`config.mk`:
```
export PLATFORM = sky130hd
export DESIGN_NAME = wake_event_ctrl
export DESIGN_NICKNAME = d
export VERILOG_FILES = /design/src/rtl/wake_pkg.sv /design/src/rtl/wake_ctrl.sv /design/src/rtl/wake_sync.sv /design/src/rtl/wake_dp.sv /design/src/rtl/wake_event_ctrl.sv
export SDC_FILE = /design/constraint.sdc
export NUM_CORES = 1
export LEC_CHECK = 0
export CAP_MARGIN = 40
export CELL_PAD_IN_SITES_DETAIL_PLACEMENT = 1
export CELL_PAD_IN_SITES_GLOBAL_PLACEMENT = 1
export CORE_MARGIN = 2
export CORE_UTILIZATION = 49
export DETAILED_ROUTE_END_ITERATION = 10
export DONT_BUFFER_PORTS = 1
export PLACE_DENSITY = 0.86
export SLEW_MARGIN = 20
export SYNTH_ARGS = -nofsm -noshare
export SYNTH_HDL_FRONTEND = slang
export SYNTH_SLANG_ARGS = --single-unit
```
`constraint.sdc`:
```
create_clock -name clk -period 1.7 [get_ports clk]
set_input_delay 0.34 -clock clk [delete_from_list [all_inputs] [get_ports clk]]
set_output_delay 0.34 -clock clk [all_outputs]
set_load 0.005 [all_outputs]
```
`src/rtl/wake_pkg.sv`:
```
package wake_pkg;
  localparam int REG_W  = 8;
  localparam int ADDR_W = 3;

  localparam logic [ADDR_W-1:0] ADDR_STAT0 = 3'd0;
  localparam logic [ADDR_W-1:0] ADDR_STAT1 = 3'd1;
  localparam logic [ADDR_W-1:0] ADDR_EN0   = 3'd2;
  localparam logic [ADDR_W-1:0] ADDR_EN1   = 3'd3;
  localparam logic [ADDR_W-1:0] ADDR_POL   = 3'd4;
  localparam logic [ADDR_W-1:0] ADDR_BOTH  = 3'd5;
  localparam logic [ADDR_W-1:0] ADDR_CODE  = 3'd6;
  localparam logic [ADDR_W-1:0] ADDR_CTL   = 3'd7;

  // bit of status/enable location 1 that carries the keyboard match
  localparam int KBD_BIT = 5;

  typedef struct packed {
    logic wrStat0;
    logic wrStat1;
    logic wrEn0;
    logic wrEn1;
    logic wrPol;
    logic wrBoth;
    logic wrCode;
    logic wrCtl;
  } regStrobeT;
endpackage

```
`src/rtl/wake_ctrl.sv`:
```
module wake_ctrl
  import wake_pkg::*;
(
  input  logic              regWrEn,
  input  logic [ADDR_W-1:0] regAddr,
  output regStrobeT         strb
);
  always_comb begin
    strb = '0;
    if (regWrEn) begin
      case (regAddr)
        ADDR_STAT0: strb.wrStat0 = 1'b1;
        ADDR_STAT1: strb.wrStat1 = 1'b1;
        ADDR_EN0:   strb.wrEn0   = 1'b1;
        ADDR_EN1:   strb.wrEn1   = 1'b1;
        ADDR_POL:   strb.wrPol   = 1'b1;
        ADDR_BOTH:  strb.wrBoth  = 1'b1;
        ADDR_CODE:  strb.wrCode  = 1'b1;
        ADDR_CTL:   strb.wrCtl   = 1'b1;
        default:    strb = '0;
      endcase
    end
  end
endmodule

```
`src/rtl/wake_sync.sv`:
```
module wake_sync #(
  parameter int W      = 1,
  parameter int STAGES = 2
) (
  input  logic         clk,
  input  logic         rstN,
  input  logic [W-1:0] din,
  output logic [W-1:0] dout
);
  logic [W-1:0] pipe [STAGES];

  always_ff @(posedge clk or negedge rstN) begin
    if (!rstN) begin
      for (int s = 0; s < STAGES; s++) pipe[s] <= '0;
    end else begin
      pipe[0] <= din;
      for (int s = 1; s < STAGES; s++) pipe[s] <= pipe[s-1];
    end
  end

  assign dout = pipe[STAGES-1];
endmodule

```
`src/rtl/wake_dp.sv`:
```
module wake_dp
  import wake_pkg::*;
#(
  parameter int NUM_GPIO    = 4,   // at most REG_W
  parameter int NUM_TACH    = 2,   // at most KBD_BIT
  parameter int SYNC_STAGES = 2
) (
  input  logic                clk,
  input  logic                rstN,
  input  logic                rstStbyN,
  input  regStrobeT           strb,
  input  logic [REG_W-1:0]    wrData,
  input  logic [ADDR_W-1:0]   rdAddr,
  output logic [REG_W-1:0]    rdData,
  input  logic [NUM_GPIO-1:0] gpioIn,
  input  logic [NUM_TACH-1:0] tachIn,
  input  logic                kbdValid,
  input  logic [7:0]          kbdByte,
  output logic [REG_W-1:0]    stat0,
  output logic [REG_W-1:0]    stat1,
  output logic [7:0]          scanCode,
  output logic                globEn,
  output logic                summary,
  output logic                wakeOe
);
  localparam logic [REG_W-1:0] STAT0_MASK = REG_W'((1 << NUM_GPIO) - 1);
  localparam logic [REG_W-1:0] STAT1_MASK =
    REG_W'((1 << NUM_TACH) - 1) | REG_W'(1 << KBD_BIT);

  // synchronized inputs and their previous values
  logic [NUM_GPIO-1:0] gSync, gPrev, gRise, gFall, gpioHit;
  logic [NUM_TACH-1:0] tSync, tPrev, tachHit;
  logic                kbdHit;

  logic [NUM_GPIO-1:0] gpioPol, gpioBoth;
  logic [REG_W-1:0]    en0, en1;
  logic [REG_W-1:0]    set0, set1, clr0, clr1;

  wake_sync #(.W(NUM_GPIO), .STAGES(SYNC_STAGES)) u_gpioSync (
    .clk(clk), .rstN(rstN), .din(gpioIn), .dout(gSync)
  );
  wake_sync #(.W(NUM_TACH), .STAGES(SYNC_STAGES)) u_tachSync (
    .clk(clk), .rstN(rstN), .din(tachIn), .dout(tSync)
  );

  always_ff @(posedge clk or negedge rstN) begin
    if (!rstN) begin
      gPrev <= '0;
      tPrev <= '0;
    end else begin
      gPrev <= gSync;
      tPrev <= tSync;
    end
  end

  assign gRise   = gSync & ~gPrev;
  assign gFall   = ~gSync & gPrev;
  assign tachHit = tSync & ~tPrev;
  assign kbdHit  = kbdValid && (kbdByte == scanCode);

  for (genvar i = 0; i < NUM_GPIO; i++) begin : g_edgeSel
    assign gpioHit[i] = gpioBoth[i] ? (gRise[i] | gFall[i])
                                    : (gpioPol[i] ? gFall[i] : gRise[i]);
  end

  always_comb begin
    set0 = '0;
    set0[NUM_GPIO-1:0] = gpioHit;
    set1 = '0;
    set1[NUM_TACH-1:0] = tachHit;
    set1[KBD_BIT] = kbdHit;
    clr0 = strb.wrStat0 ? wrData : '0;
    clr1 = strb.wrStat1 ? wrData : '0;
  end

  // status: an event in the clearing cycle wins
  always_ff @(posedge clk or negedge rstN) begin
    if (!rstN) begin
      stat0 <= '0;
      stat1 <= '0;
    end else begin
      stat0 <= ((stat0 & ~clr0) | set0) & STAT0_MASK;
      stat1 <= ((stat1 & ~clr1) | set1) & STAT1_MASK;
    end
  end

  always_ff @(posedge clk or negedge rstN) begin
    if (!rstN) begin
      en0      <= '0;
      en1      <= '0;
      gpioPol  <= '0;
      gpioBoth <= '0;
      globEn   <= 1'b0;
    end else begin
      if (strb.wrEn0)  en0      <= wrData & STAT0_MASK;
      if (strb.wrEn1)  en1      <= wrData & STAT1_MASK;
      if (strb.wrPol)  gpioPol  <= wrData[NUM_GPIO-1:0];
      if (strb.wrBoth) gpioBoth <= wrData[NUM_GPIO-1:0];
      if (strb.wrCtl)  globEn   <= wrData[0];
    end
  end

  // standby-domain register
  always_ff @(posedge clk or negedge rstStbyN) begin
    if (!rstStbyN)        scanCode <= '0;
    else if (strb.wrCode) scanCode <= wrData;
  end

  assign summary = (|(stat0 & en0)) | (|(stat1 & en1));
  assign wakeOe  = globEn & summary;

  always_comb begin
    case (rdAddr)
      ADDR_STAT0: rdData = stat0;
      ADDR_STAT1: rdData = stat1;
      ADDR_EN0:   rdData = en0;
      ADDR_EN1:   rdData = en1;
      ADDR_POL:   rdData = REG_W'(gpioPol);
      ADDR_BOTH:  rdData = REG_W'(gpioBoth);
      ADDR_CODE:  rdData = scanCode;
      default:    rdData = {summary, 6'b0, globEn};
    endcase
  end
endmodule

```
`src/rtl/wake_event_ctrl.sv`:
```
module wake_event_ctrl
  import wake_pkg::*;
#(
  parameter int NUM_GPIO    = 4,
  parameter int NUM_TACH    = 2,
  parameter int SYNC_STAGES = 2
) (
  input  logic                clk,
  input  logic                rstMainN,
  input  logic                rstStbyN,
  input  logic                regWrEn,
  input  logic [ADDR_W-1:0]   regAddr,
  input  logic [REG_W-1:0]    regWrData,
  output logic [REG_W-1:0]    regRdData,
  input  logic [NUM_GPIO-1:0] gpioIn,
  input  logic [NUM_TACH-1:0] tachIn,
  input  logic                kbdValid,
  input  logic [7:0]          kbdByte,
  output logic                wakeOe
);
  regStrobeT        strb;
  logic             rstN;
  logic [REG_W-1:0] stat0, stat1;
  logic [7:0]       scanCode;
  logic             globEn, summary;

  // either reset clears the main-domain state
  assign rstN = rstMainN & rstStbyN;

  wake_ctrl u_ctrl (
    .regWrEn(regWrEn), .regAddr(regAddr), .strb(strb)
  );

  wake_dp #(
    .NUM_GPIO(NUM_GPIO), .NUM_TACH(NUM_TACH), .SYNC_STAGES(SYNC_STAGES)
  ) u_dp (
    .clk(clk), .rstN(rstN), .rstStbyN(rstStbyN), .strb(strb),
    .wrData(regWrData), .rdAddr(regAddr), .rdData(regRdData),
    .gpioIn(gpioIn), .tachIn(tachIn), .kbdValid(kbdValid), .kbdByte(kbdByte),
    .stat0(stat0), .stat1(stat1), .scanCode(scanCode), .globEn(globEn),
    .summary(summary), .wakeOe(wakeOe)
  );
endmodule

```
* Word-level counts from Yosys, hierarchy flattened
Index checks and enable logic that the tools add are counted.
** Storage, ports and cells
- Bits in registers :: 49
- Input port bits :: 30
- Output and inout bits :: 9
** Cells by class
- Reduce and logical (&&, ||, !) cells :: 4
- Equality and inequality tests :: 8
- Mux-type cells :: 20
- Bitwise operators :: 21
** Operators by type and width (number)
- one-hot mux 8 bit (7 select lines) :: 1
- bitwise AND 4 bit :: 4
- two-way mux 1 bit :: 16
- OR reduction 8 bit :: 2
- bitwise AND 6 bit :: 2
- equality test 3 bit (second input constant) :: 4
- NOT 4 bit :: 3
- equality test 8 bit :: 1
- two-way mux 8 bit :: 1
- equality test 3 x 2 -> 1 bit (second input constant) :: 2
- two-way mux 6 bit :: 1
- NOT 6 bit :: 1
- OR 6 bit :: 1
- OR 1 bit :: 5
- two-way mux 4 bit :: 1
- OR 4 bit :: 1
- equality test 3 x 1 -> 1 bit (second input constant) :: 1
- zero test 3 bit :: 1
- bitwise AND 1 bit :: 2
- bitwise AND 2 bit :: 1
- NOT 2 bit :: 1
- logical AND 1 bit :: 1

* Depth between registers and ports, before layout
Gate-level depths: netlist of the first run.
- Word-level depth :: 7
- Depth in mapped cells :: 5
- Gate-level depth less buffers :: 5

* Hierarchy
A second synthesis of the first run with hierarchy kept.
** Unflattened totals
- Cell total of the unflattened synthesis :: 205
- Area, all modules :: 2446.1 um^2
** Modules (own cells, without submodules)
- wake_dp :: area each 1999.4 um^2, times used 1, cells each 178, seq. area each 925.9 um^2
- wake_sync at u_dp.u_gpioSync :: area each 230.2 um^2, times used 1, cells each 12, seq. area each 200.2 um^2
- wake_sync at u_dp.u_tachSync :: area each 115.1 um^2, times used 1, cells each 6, seq. area each 100.1 um^2
- wake_ctrl :: area each 95.1 um^2, times used 1, cells each 8, seq. area each 0.0 um^2
- wake_event_ctrl :: area each 6.3 um^2, times used 1, cells each 1, seq. area each 0.0 um^2

* Worst setup path before layout of the first run
OpenSTA, ideal clock, no wires.
- Path type :: input -> output
- From :: input regAddr[0]
- To :: output regRdData[2]
- Slack :: 249 ps
- Data required time :: 1360 ps
- Buffers on the path :: 1
- Stages :: 4
- Arrival time :: 1111 ps
- Cell sequence :: buf_4 > mux2_2 > a221oi_1 > nor2_1
** Between the ends
- Word-level cells in the longest chain between the ends :: 2
- Elaborated cells between the ends (all ways) :: 8
- Those cells by class :: eq/ne (6); mux (1); reduce/logical (1)
** RTL lines
- start, declared :: RTL line wake_event_ctrl.sv:12 : input logic [ADDR_W-1:0] regAddr,
- equality test 3 bit (tied with other cells) :: RTL line wake_dp.sv:113 : case (rdAddr)
- one-hot mux 8 bit (7 select lines) (*) :: RTL line wake_dp.sv:113
- end, declared :: RTL line wake_event_ctrl.sv:14 : output logic [REG_W-1:0] regRdData,
Every way passes the cells marked *; elsewhere a longest branch is shown, timed or not.

* Final worst setup path of the first run
- From :: register u_dp.stat0[1]
- To :: output regRdData[7]
** Between the ends
- Word-level cells in the longest chain between the ends :: 4
** RTL lines
- start, declared :: RTL line wake_dp.sv:19 : output logic [REG_W-1:0] stat0,
- start signal, assigned :: RTL line wake_dp.sv:82 : stat0 <= ((stat0 & ~clr0) | set0) & STAT0_MASK;
- bitwise AND 4 bit :: RTL line wake_dp.sv:109 : assign summary = (|(stat0 & en0)) | (|(stat1 & en1));
- OR reduction 8 bit :: RTL line wake_dp.sv:109
- OR 1 bit :: RTL line wake_dp.sv:109
- one-hot mux 8 bit (7 select lines) :: RTL line wake_dp.sv:113
Every way passes these cells.

==> results.ini, run 1 <==
[cts]
root_buffer=clkbuf_8
htreeDepth=2
clockBufferDepth=2
cts_sinks=49
numCtsBuffers=5
path_clk_slew_ns=0.08
cts_tree=done
clkLatencyLatePin_ns=0.30

[pwr]
cellPowerDensity_nw_per_um2=1020
power_leakage_nw=1.20
irDropWorstVdd_mv=0.481

[timing]
rsz0062_at_grt=true
finalWorstSetupSlack_ns=-0.0563
final.min_clock_period_ns=1.76
fmax_mhz=569
setup_viol=3
timing_hold_violations_final=0
slew_viol_final=0
maxSlewHeadroom_pct=65.4
worst-slew-pin-transition_ns=0.519
fin_worst_skew_ns=0.00317
fin_setup_tns_ns=-0.0887
finalCritPeriodShare_pct=103

[detailed_routing]
drt_wl_total_um=5250
top_layer_used=met4
drt_iter0_markers=86
dr_total_vias=1500
vias_per_cell=5.98
wl_met1_um=2240
routedWlPerCell_um=20.9
dr_wl_met2_um=2680
ant_nets=0
wl_met3_um=228
route.detailed.drc=0
drt_pre_antenna_iters=4

[logic_synthesis]
ys_ff_latch=49
ys.warnings.count=0
syn_inst=187
ys_types=44
syn-num-nets=225
ys_seq_area_share_pct=51.6
netlist_area_um2=2380
avgSynthCellArea_um2=12.7

[floorplan]
start_util_pct=50.7
std_cell_rows=25
core_area_um2=4690
die_x_um=73.7
chipHeight_um=73.7
die-area_um2=5430
io_pins=39

[cells_and_area]
antennaDiodeCount=0
final_common_cell=dfrtp_1
layout-drive-gt1-share_pct=26.9
mostFrequentLayoutCells=dfrtp_1 (49), mux2_2 (27), inv_1 (14)
synthToLayoutAreaGrowth_pct=8.89
fillers=493
fin_util_pct=55.2
ff_latch_area_um2=1230
final_area_um2=2590
multiInputGateArea_um2=1080
final_cells=251
fin_nets=235

[worst_hold_path]
holdPathEnd=u_dp.u_gpioSync.pipe[4]$_DFF_PN0_
holdPathStages=0
hp-class=in2reg
hold_path_startpoint=gpioIn[0]

[global_routing]
track_usage_pct=21.3
grt_pass1_wl_um=8510
grt_pass1_vias=1635
antenna_found_initial=0
overflow=0
grt_max_degree=42

[worst_setup_path]
rrSetupSlack_ns=0.46
cp.buffers_inverters=0
critPathMaxFanout=2
regToRegStartpoint=u_dp.gpioPol[3]$_DFFE_PN0P_
start_kind=flop
worstPathArrival_ns=1.42
timing.rr.end=u_dp.stat0[3]$_DFF_PN0_
endpoint_kind=output pin
crit_slowest_cell=dfrtp_1
rr_worst_depth=5
worstSetupPathType=reg2out
cp_slowest_stage_delay_ns=0.41
cp_top_family=compound AO/OA/AOI/OAI gates
cp_data_required_time_ns=1.36
crit_chain=a222oi_1 -> nand3_1 -> a32o_1

[placed_design]
placed_area_um2=2400
place_inst=235
hpwl_um=3600
place_congestion=0.828
port_buffers=0
dp_slack_ns=0.186

[outcome]
violations=negative setup slack
outcome=finished with violations

[run]
max-cap-violations=0

-- state kept, by name, indices dropped and copies added, names as in the netlist, 4 cells and up --
register,cells
u_dp.gpioPol,4
u_dp.en0,4
u_dp.stat0,4
u_dp.scanCode,8
u_dp.u_gpioSync.dout,4
u_dp.gPrev,4
u_dp.gpioBoth,4
u_dp.u_gpioSync.pipe,4
-- cell type report --
type                    instances  area share (%)
well taps                      54            2.61
repair buffers                 10            3.00
clock buffers                   7            3.33
flip-flops and latches         49            47.4
multi-input cells             117            41.7
inverters                      14            2.03
-- power breakdown --
part,internal (mW),switching [mW]
clock,0.323,0.352
combinational,0.289,0.194
sequential,1.33,0.152
total,1.94,0.698
-- metrics by stage --
| step | total power [mW] | hold slack, ns |
|---|---|---|
| after floorplan | 1.81 | 0.0444 |
| after global placement | 1.87 | 0.0446 |
| after detailed placement | 1.91 | 0.0446 |
| after CTS | 2.63 | 0.0537 |
| after global routing | 2.79 | 0.0430 |
| final | 2.64 | 0.0638 |
-- cells by family after synthesis --
| group | Yosys count | share of synthesized area [%] |
|---|---|---|
| buffers and inverters | 21 | 4.42 |
| AND/OR/NAND/NOR | 42 | 12.1 |
| XOR/XNOR | 8 | 2.95 |
| AO/OA/AOI/OAI | 24 | 8.58 |
| adder cells (fa/ha/maj) | 8 | 4.21 |
| multiplexers | 35 | 16.2 |
| flip-flops | 49 | 51.6 |
-- layer usage --
layer  GRT usage (%)  up-vias
met2            35.9       37
met4            9.09        0
met1            26.6      768
met5               0        -
li1                -      687
met3            4.39        8
-- worst register-to-register path: stages, from the launching register on --
cell     delay (ns)
dfrtp_1        0.39
buf_4          0.14
buf_4          0.13
mux2i_1        0.14
nor2_1         0.06
a221o_1        0.26
-- synthesized netlist by cell type --
master | count | share of area, %
a21boi_0 | 1 | 0.32
a21o_1 | 2 | 0.63
a221o_1 | 5 | 2.1
a221oi_1 | 1 | 0.37
a222oi_1 | 1 | 0.42
a22o_1 | 2 | 0.74
a22oi_1 | 2 | 0.63
a2bb2oi_1 | 1 | 0.37
a31o_2 | 1 | 0.37
a32o_1 | 1 | 0.42
a41o_1 | 1 | 0.42
a41oi_1 | 1 | 0.37
and2_1 | 2 | 0.53
and2b_4 | 1 | 0.42
and3_1 | 4 | 1.1
and3b_1 | 3 | 1.1
and4b_1 | 1 | 0.42
and4bb_2 | 1 | 0.53
buf_2 | 3 | 0.63
buf_4 | 2 | 0.63
buf_6 | 2 | 0.95
dfrtp_1 | 49 | 52
ha_1 | 8 | 4.2
inv_1 | 14 | 2.2
mux2_2 | 27 | 13
mux2i_1 | 8 | 3.4
nand2_1 | 7 | 1.1
nand2b_1 | 1 | 0.26
nand3_1 | 3 | 0.63
nand3_4 | 1 | 0.74
nand3b_1 | 2 | 0.63
nand4b_1 | 2 | 0.74
nor2_1 | 6 | 0.95
nor2b_1 | 2 | 0.53
nor3_1 | 1 | 0.21
nor3b_1 | 2 | 0.63
nor4_1 | 1 | 0.26
nor4b_4 | 1 | 1.0
o21a_1 | 2 | 0.63
o21ai_0 | 2 | 0.42
o221ai_1 | 1 | 0.37
or3b_1 | 1 | 0.37
xnor2_1 | 1 | 0.37
xor2_1 | 7 | 2.6
-- worst max path at each step --
stage,start,to,slack [ns],depth (start not counted)
floorplan,rstMainN,u_dp.en0[0]$_DFFE_PN0P_,0.16,1
global placement,regAddr[0],regRdData[0],0.19,3
detailed placement,regAddr[0],regRdData[0],0.19,3
CTS,u_dp.stat0[1]$_DFF_PN0_,regRdData[7],-0.06,3
global route,u_dp.stat0[1]$_DFF_PN0_,regRdData[7],-0.16,3
finish,u_dp.stat0[1]$_DFF_PN0_,regRdData[7],-0.06,3
-- timing repair --
| item | in CTS | in global routing |
|---|---|---|
| setup buffers | 5 | 3 |
| hold endpoints to repair | 8 | 0 |
| pin swaps | 5 | 2 |
| setup endpoints to repair | 5 | 6 |
| gates resized for setup | 2 | 3 |
| hold buffers | 1 | 0 |
Note: power is estimated with default switching activity, not from simulation.
==> inputs of run 2 (changes only) <==
--- a/config.mk
+++ b/config.mk
@@ -12,8 +12,10 @@
 export CORE_UTILIZATION = 49
 export DETAILED_ROUTE_END_ITERATION = 10
 export DONT_BUFFER_PORTS = 1
-export PLACE_DENSITY = 0.86
+export PLACE_DENSITY = 0.84
+export REMOVE_ABC_BUFFERS = 1
 export SLEW_MARGIN = 20
 export SYNTH_ARGS = -nofsm -noshare
 export SYNTH_HDL_FRONTEND = slang
 export SYNTH_SLANG_ARGS = --single-unit
+export TNS_END_PERCENT = 50
==> run 2 against run 1 <==
Against the previous run: the flow still finishes with violations (negative setup slack); core utilization about the same; first-iteration DRC count increased by 27%; clock skew up 0.0062 ns; critical path type unchanged.
==> results.ini, run 2 (synthesis gave the netlist of run 1 again) <==
[outcome]
outcome=finished with violations  ; unchanged
violations=negative setup slack  ; unchanged

[detailed_routing]
wl_met1_um=2130  ; was 2240 µm
wl_met3_um=278  ; was 228 µm
routedWlPerCell_um=21.4  ; was 20.9 µm
drt_pre_antenna_iters=5  ; was 4
drt_iter0_markers=109  ; was 86
dr_wl_met2_um=2750  ; was 2680 µm
route.detailed.drc=0  ; unchanged
dr_total_vias=1532  ; was 1,500
top_layer_used=met4  ; unchanged
ant_nets=0  ; unchanged
drt_wl_total_um=5290  ; was 5250 µm
vias_per_cell=6.20  ; was 5.98

[floorplan]
start_util_pct=50.7  ; unchanged
die_x_um=73.7  ; unchanged
io_pins=39  ; unchanged
chipHeight_um=73.7  ; unchanged
core_area_um2=4690  ; unchanged
std_cell_rows=25  ; unchanged
die-area_um2=5430  ; unchanged

[global_routing]
grt_max_degree=42  ; unchanged
overflow=0  ; unchanged
antenna_found_initial=0  ; unchanged
track_usage_pct=21.1  ; was 21.3%
grt_pass1_vias=1666  ; was 1,635
grt_pass1_wl_um=8400  ; was 8510 µm

[cells_and_area]
final_cells=247  ; was 251
antennaDiodeCount=0  ; unchanged
top_register=u_dp.scanCode  ; unchanged
fin_nets=230  ; was 235
fin_util_pct=55.2  ; about the same
layout-drive-gt1-share_pct=25.9  ; was 26.9%
final_common_cell=dfrtp_1  ; unchanged
largest_reg_flops=8  ; unchanged
synthToLayoutAreaGrowth_pct=8.95  ; was 8.89%
mostFrequentLayoutCells=dfrtp_1 (49), mux2_2 (27), inv_1 (14)  ; unchanged

[worst_setup_path]
worstSetupPathType=reg2out  ; unchanged
rrSetupSlack_ns=0.50  ; was 0.46 ns
rr_worst_depth=5  ; unchanged
start_kind=flop  ; unchanged
timing.rr.end=u_dp.stat0[3]$_DFF_PN0_  ; unchanged
regToRegStartpoint=u_dp.u_gpioSync.dout[3]$_DFF_PN0_  ; was u_dp.gpioPol[3]$_DFFE_PN0P_
startpoint=u_dp.en0[1]$_DFFE_PN0P_  ; was u_dp.stat0[1]$_DFF_PN0_
crit_end=regRdData[7]  ; unchanged
worstPathArrival_ns=1.52  ; was 1.42 ns
endpoint_kind=output pin  ; unchanged
critPathMaxFanout=3  ; was 2
cp_data_required_time_ns=1.36  ; about the same

[pwr]
p_seq_share_pct=53.1  ; was 56.1%
p_int_mw=2.07  ; was 1.94 mW
power_leakage_nw=1.20  ; about the same
sw_frac_of_total_pct=25.2  ; was 26.5%
power.net_switching_uw=701  ; was 698 µW
p_comb_share_pct=16.3  ; was 18.3%
irDropWorstVdd_mv=0.465  ; was 0.481 mV
clockPowerShare_pct=30.5  ; was 25.6%
cellPowerDensity_nw_per_um2=1070  ; was 1020 nW/µm²

[worst_hold_path]
hp-class=in2reg  ; unchanged

[cts]
clockBufferDepth=2  ; unchanged
clkLatencyLatePin_ns=0.30  ; about the same
cts_tree=done  ; unchanged
numCtsBuffers=5  ; unchanged
htreeDepth=2  ; unchanged
path_clk_slew_ns=0.08  ; about the same
root_buffer=clkbuf_8  ; unchanged
cts_sinks=49  ; unchanged

[timing]
rsz0062_at_grt=true  ; unchanged
final.min_clock_period_ns=1.86  ; was 1.76 ns
setup_viol=3  ; unchanged
maxSlewHeadroom_pct=65.6  ; was 65.4%
timing_hold_violations_final=0  ; unchanged
finalCritPeriodShare_pct=109  ; was 103%
fmax_mhz=539  ; was 569 MHz
worst-slew-pin-transition_ns=0.516  ; was 0.519 ns
fin_worst_skew_ns=0.00932  ; was 0.00317 ns
slew_viol_final=0  ; unchanged
finalWorstSetupSlack_ns=-0.156  ; was -0.0563 ns

[placed_design]
port_buffers=0  ; unchanged
hpwl_um=3680  ; was 3600 µm
place_congestion=0.792  ; was 0.828
place_inst=235  ; unchanged

[run]
max-cap-violations=0  ; unchanged

-- run 2: cell types whose count changed in the layout (fill, tap and decap cells not counted), sizes merged --
cell    previous run  this run
buf                9         4
bufinv             0         1
-- run 2: cell type report --
cell class,instances,area [µm²]
tap,54,67.6
multi-input combinational,117,1090
sequential,49,1230
timing repair buffer,5,40.0
fill,486,2100
inverter,14,52.6
clock buffer,7,86.3
clock inverter,1,30.0
-- run 2: power groups by stage --
stage | registers [mW] | logic (mW) | clock network (mW)
floorplan | 1.45 | 0.336 | 0
detailed placement | 1.50 | 0.411 | 0
finish | 1.48 | 0.453 | 0.847
CTS | 1.47 | 0.436 | 0.875
global route | 1.50 | 0.502 | 0.911
global placement | 1.49 | 0.384 | 0
-- run 2: worst max-delay path, stage by stage, from the launching register on --
cell and delay [ns]:
dfrtp_1 0.40, a222oi_1 0.41, nand3_1 0.16, a32o_2 0.25
-- run 2: what timing repair did --
item | CTS | global route
pin swaps | 7 | 2
setup endpoints to repair | 6 | 6
endpoints found under the hold margin | 8 | 0
hold buffers | 1 | 0
setup buffers | 2 | 1
gates resized for setup | 2 | 6
-- run 2: how the worst min path moves through the flow --
stage | slack, ns | end | cells after the start | start
2_1_floorplan | 0.04 | u_dp.scanCode[0]$_DFFE_PN0P_ | 0 | rstStbyN
6_report | 0.06 | u_dp.u_tachSync.pipe[2]$_DFF_PN0_ | 0 | tachIn[0]
3_3_place_gp | 0.04 | u_dp.scanCode[1]$_DFFE_PN0P_ | 0 | rstStbyN
3_5_place_dp | 0.04 | u_dp.scanCode[1]$_DFFE_PN0P_ | 0 | rstStbyN
5_1_grt | 0.04 | u_dp.u_gpioSync.pipe[4]$_DFF_PN0_ | 0 | gpioIn[0]
4_1_cts | 0.05 | u_dp.u_gpioSync.pipe[4]$_DFF_PN0_ | 0 | gpioIn[0]
-- run 2: per-layer routing --
metal,vias to the layer above,track usage (%)
li1,683,-
met1,788,24.7
met2,47,36.8
met3,14,4.53
met4,0,9.70
met5,-,0
-- run 2: metrics by stage --
stage	instance area, µm²	worst slack, ns	TNS [ns]	hold slack, ns	power (mW)
6_report	2590	-0.156	-0.319	0.0621	2.78
5_1_grt	2590	-0.214	-0.521	0.0423	2.91
4_1_cts	2560	-0.183	-0.362	0.0480	2.78
3_5_place_dp	2400	0.141	0	0.0446	1.91
3_3_place_gp	2400	0.205	0	0.0447	1.87
2_1_floorplan	2320	0.157	0	0.0444	1.78
==> inputs of run 3 (changes only) <==
--- a/config.mk
+++ b/config.mk
@@ -8,10 +8,12 @@
 export CAP_MARGIN = 40
 export CELL_PAD_IN_SITES_DETAIL_PLACEMENT = 1
 export CELL_PAD_IN_SITES_GLOBAL_PLACEMENT = 1
+export CORE_ASPECT_RATIO = 0.6
 export CORE_MARGIN = 2
 export CORE_UTILIZATION = 49
 export DETAILED_ROUTE_END_ITERATION = 10
 export DONT_BUFFER_PORTS = 1
+export GPL_TIMING_DRIVEN = 0
 export PLACE_DENSITY = 0.84
 export REMOVE_ABC_BUFFERS = 1
 export SLEW_MARGIN = 20
==> run 3 against run 2 <==
Against the previous run: register-to-register slack got worse by 0.07 ns; largest power group unchanged; largest cell class unchanged; total power is 5.6% lower; worst hold slack got worse by 0.0087 ns; worst setup slack worse by 0.0029 ns; sequential power hardly changed; core utilization is 0.36 points higher; combinational power up 2%; the flow still finishes with violations (negative setup slack); cell area fell by 1.1%; clock power fell by 22%; highest routed layer unchanged.
==> results.ini, run 3 (synthesis gave the netlist of run 1 again) <==
[outcome]
outcome=finished with violations  ; unchanged
violations=negative setup slack  ; unchanged

[cells_and_area]
largest_reg_flops=8  ; unchanged
fin_nets=230  ; unchanged
final_common_cell=dfrtp_1  ; unchanged
top_register=u_dp.scanCode  ; unchanged
multiInputGateArea_um2=1060  ; was 1090 µm²
final_area_um2=2560  ; was 2590 µm²
mostFrequentLayoutCells=dfrtp_1 (49), mux2_2 (27), inv_1 (14)  ; unchanged
fillers=502  ; was 486
synthToLayoutAreaGrowth_pct=7.79  ; was 8.95%
antennaDiodeCount=0  ; unchanged
layout-drive-gt1-share_pct=23.8  ; was 25.9%
ff_latch_area_um2=1230  ; unchanged
fin_util_pct=55.6  ; was 55.2%
final_cells=256  ; was 247

[pwr]
cellPowerDensity_nw_per_um2=1020  ; was 1070 nW/µm²
p_seq_share_pct=57.0  ; was 53.1%
p_total_mw=2.62  ; was 2.78 mW
sw_frac_of_total_pct=27.9  ; was 25.2%
power_leakage_nw=1.19  ; was 1.20 nW
irDropWorstVdd_mv=0.611  ; was 0.465 mV
power.net_switching_uw=731  ; was 701 µW
p_comb_share_pct=17.7  ; was 16.3%
clockPowerShare_pct=25.3  ; was 30.5%
p_int_mw=1.89  ; was 2.07 mW

[detailed_routing]
drt_pre_antenna_iters=4  ; was 5
ant_nets=0  ; unchanged
routedWlPerCell_um=22.5  ; was 21.4 µm
drt_iter0_markers=71  ; was 109
dr_total_vias=1534  ; was 1,532
drt_wl_total_um=5760  ; was 5290 µm
vias_per_cell=5.99  ; was 6.20
route.detailed.drc=0  ; unchanged

[worst_hold_path]
hold_path_startpoint=gpioIn[3]  ; was tachIn[0]
hp-class=in2reg  ; unchanged
holdPathStages=0  ; unchanged
holdPathEnd=u_dp.u_gpioSync.pipe[7]$_DFF_PN0_  ; was u_dp.u_tachSync.pipe[2]$_DFF_PN0_

[placed_design]
place_congestion=0.808  ; was 0.792
port_buffers=0  ; unchanged
placed_area_um2=2430  ; was 2400 µm²
hpwl_um=4110  ; was 3680 µm
place_inst=244  ; was 235
dp_slack_ns=0.166  ; was 0.141 ns

[floorplan]
std_cell_rows=19  ; was 25
start_util_pct=51.5  ; was 50.7%
die-area_um2=5440  ; was 5430 µm²
io_pins=39  ; unchanged
core_area_um2=4610  ; was 4690 µm²
chipHeight_um=58.0  ; was 73.7 µm
die_x_um=93.9  ; was 73.7 µm

[cts]
clkLatencyLatePin_ns=0.31  ; was 0.30 ns
htreeDepth=2  ; unchanged
numCtsBuffers=5  ; unchanged
path_clk_slew_ns=0.09  ; was 0.08 ns
clockBufferDepth=2  ; unchanged
cts_tree=done  ; unchanged
root_buffer=clkbuf_8  ; unchanged
cts_sinks=49  ; unchanged

[timing]
finalWorstSetupSlack_ns=-0.159  ; was -0.156 ns
maxSlewHeadroom_pct=60.5  ; was 65.6%
finalCritPeriodShare_pct=109  ; about the same
fmax_mhz=538  ; was 539 MHz
timing_hold_violations_final=0  ; unchanged
setup_viol=4  ; was 3
worst-slew-pin-transition_ns=0.592  ; was 0.516 ns
final.min_clock_period_ns=1.86  ; about the same
slew_viol_final=0  ; unchanged
fin_worst_skew_ns=0.0111  ; was 0.00932 ns
fin_setup_tns_ns=-0.347  ; was -0.319 ns
fin_hold_ws_ns=0.0534  ; was 0.0621 ns
rsz0062_at_grt=true  ; unchanged

[worst_setup_path]
worstSetupPathType=reg2out  ; unchanged
rrSetupSlack_ns=0.43  ; was 0.50 ns
start_kind=flop  ; unchanged
endpoint_kind=output pin  ; unchanged
cp_data_required_time_ns=1.36  ; about the same
worstPathArrival_ns=1.52  ; about the same
timing.rr.end=u_dp.stat1[5]$_DFF_PN0_  ; was u_dp.stat0[3]$_DFF_PN0_
critPathMaxFanout=2  ; was 3
rr_worst_depth=3  ; was 5
regToRegStartpoint=u_dp.scanCode[7]$_DFFE_PN0P_  ; was u_dp.u_gpioSync.dout[3]$_DFF_PN0_

[global_routing]
grt_max_degree=27  ; was 42
antenna_found_initial=0  ; unchanged
grt_pass1_vias=1738  ; was 1,666
overflow=0  ; unchanged
track_usage_pct=23.6  ; was 21.1%
grt_pass1_wl_um=9310  ; was 8400 µm

[run]
max-cap-violations=0  ; unchanged

## run 3: critical path: stages, from the launching register on
cell      delay, ns
dfrtp_1        0.41
a222oi_1       0.35
nand3_1        0.18
a32o_2         0.27
## run 3: area by class of cell
| type | instances | share of cell area [%] |
|---|---|---|
| Sequential cell | 49 | 47.9 |
| Multi-Input combinational cell | 117 | 41.6 |
| Clock buffer | 8 | 3.12 |
| Tap cell | 63 | 3.08 |
| Timing Repair Buffer | 5 | 2.34 |
| Inverter | 14 | 2.05 |
## run 3: power groups by stage
| stage | combinational (mW) | clock, mW | sequential, mW |
|---|---|---|---|
| 6_report | 0.463 | 0.662 | 1.49 |
| 5_1_grt | 0.510 | 0.728 | 1.51 |
| 4_1_cts | 0.454 | 0.682 | 1.48 |
| 3_5_place_dp | 0.421 | 0 | 1.51 |
| 3_3_place_gp | 0.380 | 0 | 1.48 |
| 2_1_floorplan | 0.336 | 0 | 1.45 |
## run 3: worst max path at each step
stage,startpoint,end
2_1_floorplan,rstMainN,u_dp.en0[0]$_DFFE_PN0P_
3_3_place_gp,rstStbyN,u_dp.gPrev[2]$_DFF_PN0_
5_1_grt,u_dp.en0[1]$_DFFE_PN0P_,regRdData[7]
4_1_cts,u_dp.stat0[1]$_DFF_PN0_,regRdData[7]
3_5_place_dp,u_dp.en0[1]$_DFFE_PN0P_,regRdData[7]
6_report,u_dp.en0[1]$_DFFE_PN0P_,regRdData[7]
## run 3: what timing repair did
action                                 CTS  global route
buffers inserted                         3             0
gates cloned                             0             0
setup endpoints to repair                5             6
pin swaps                                6             3
hold buffers                             1             0
endpoints found under the hold margin    8             0
resized for setup                        3             1
## run 3: per-layer routing
metal | vias up | share of wire (%) | global-route usage, % | wire length [µm]
met5 | - | 0 | 0 | 0
met4 | 0 | 1.4 | 8.07 | 79
met3 | 8 | 5.2 | 4.81 | 301
met2 | 35 | 50 | 40.3 | 2910
met1 | 811 | 43 | 30.7 | 2470
li1 | 680 | - | - | -
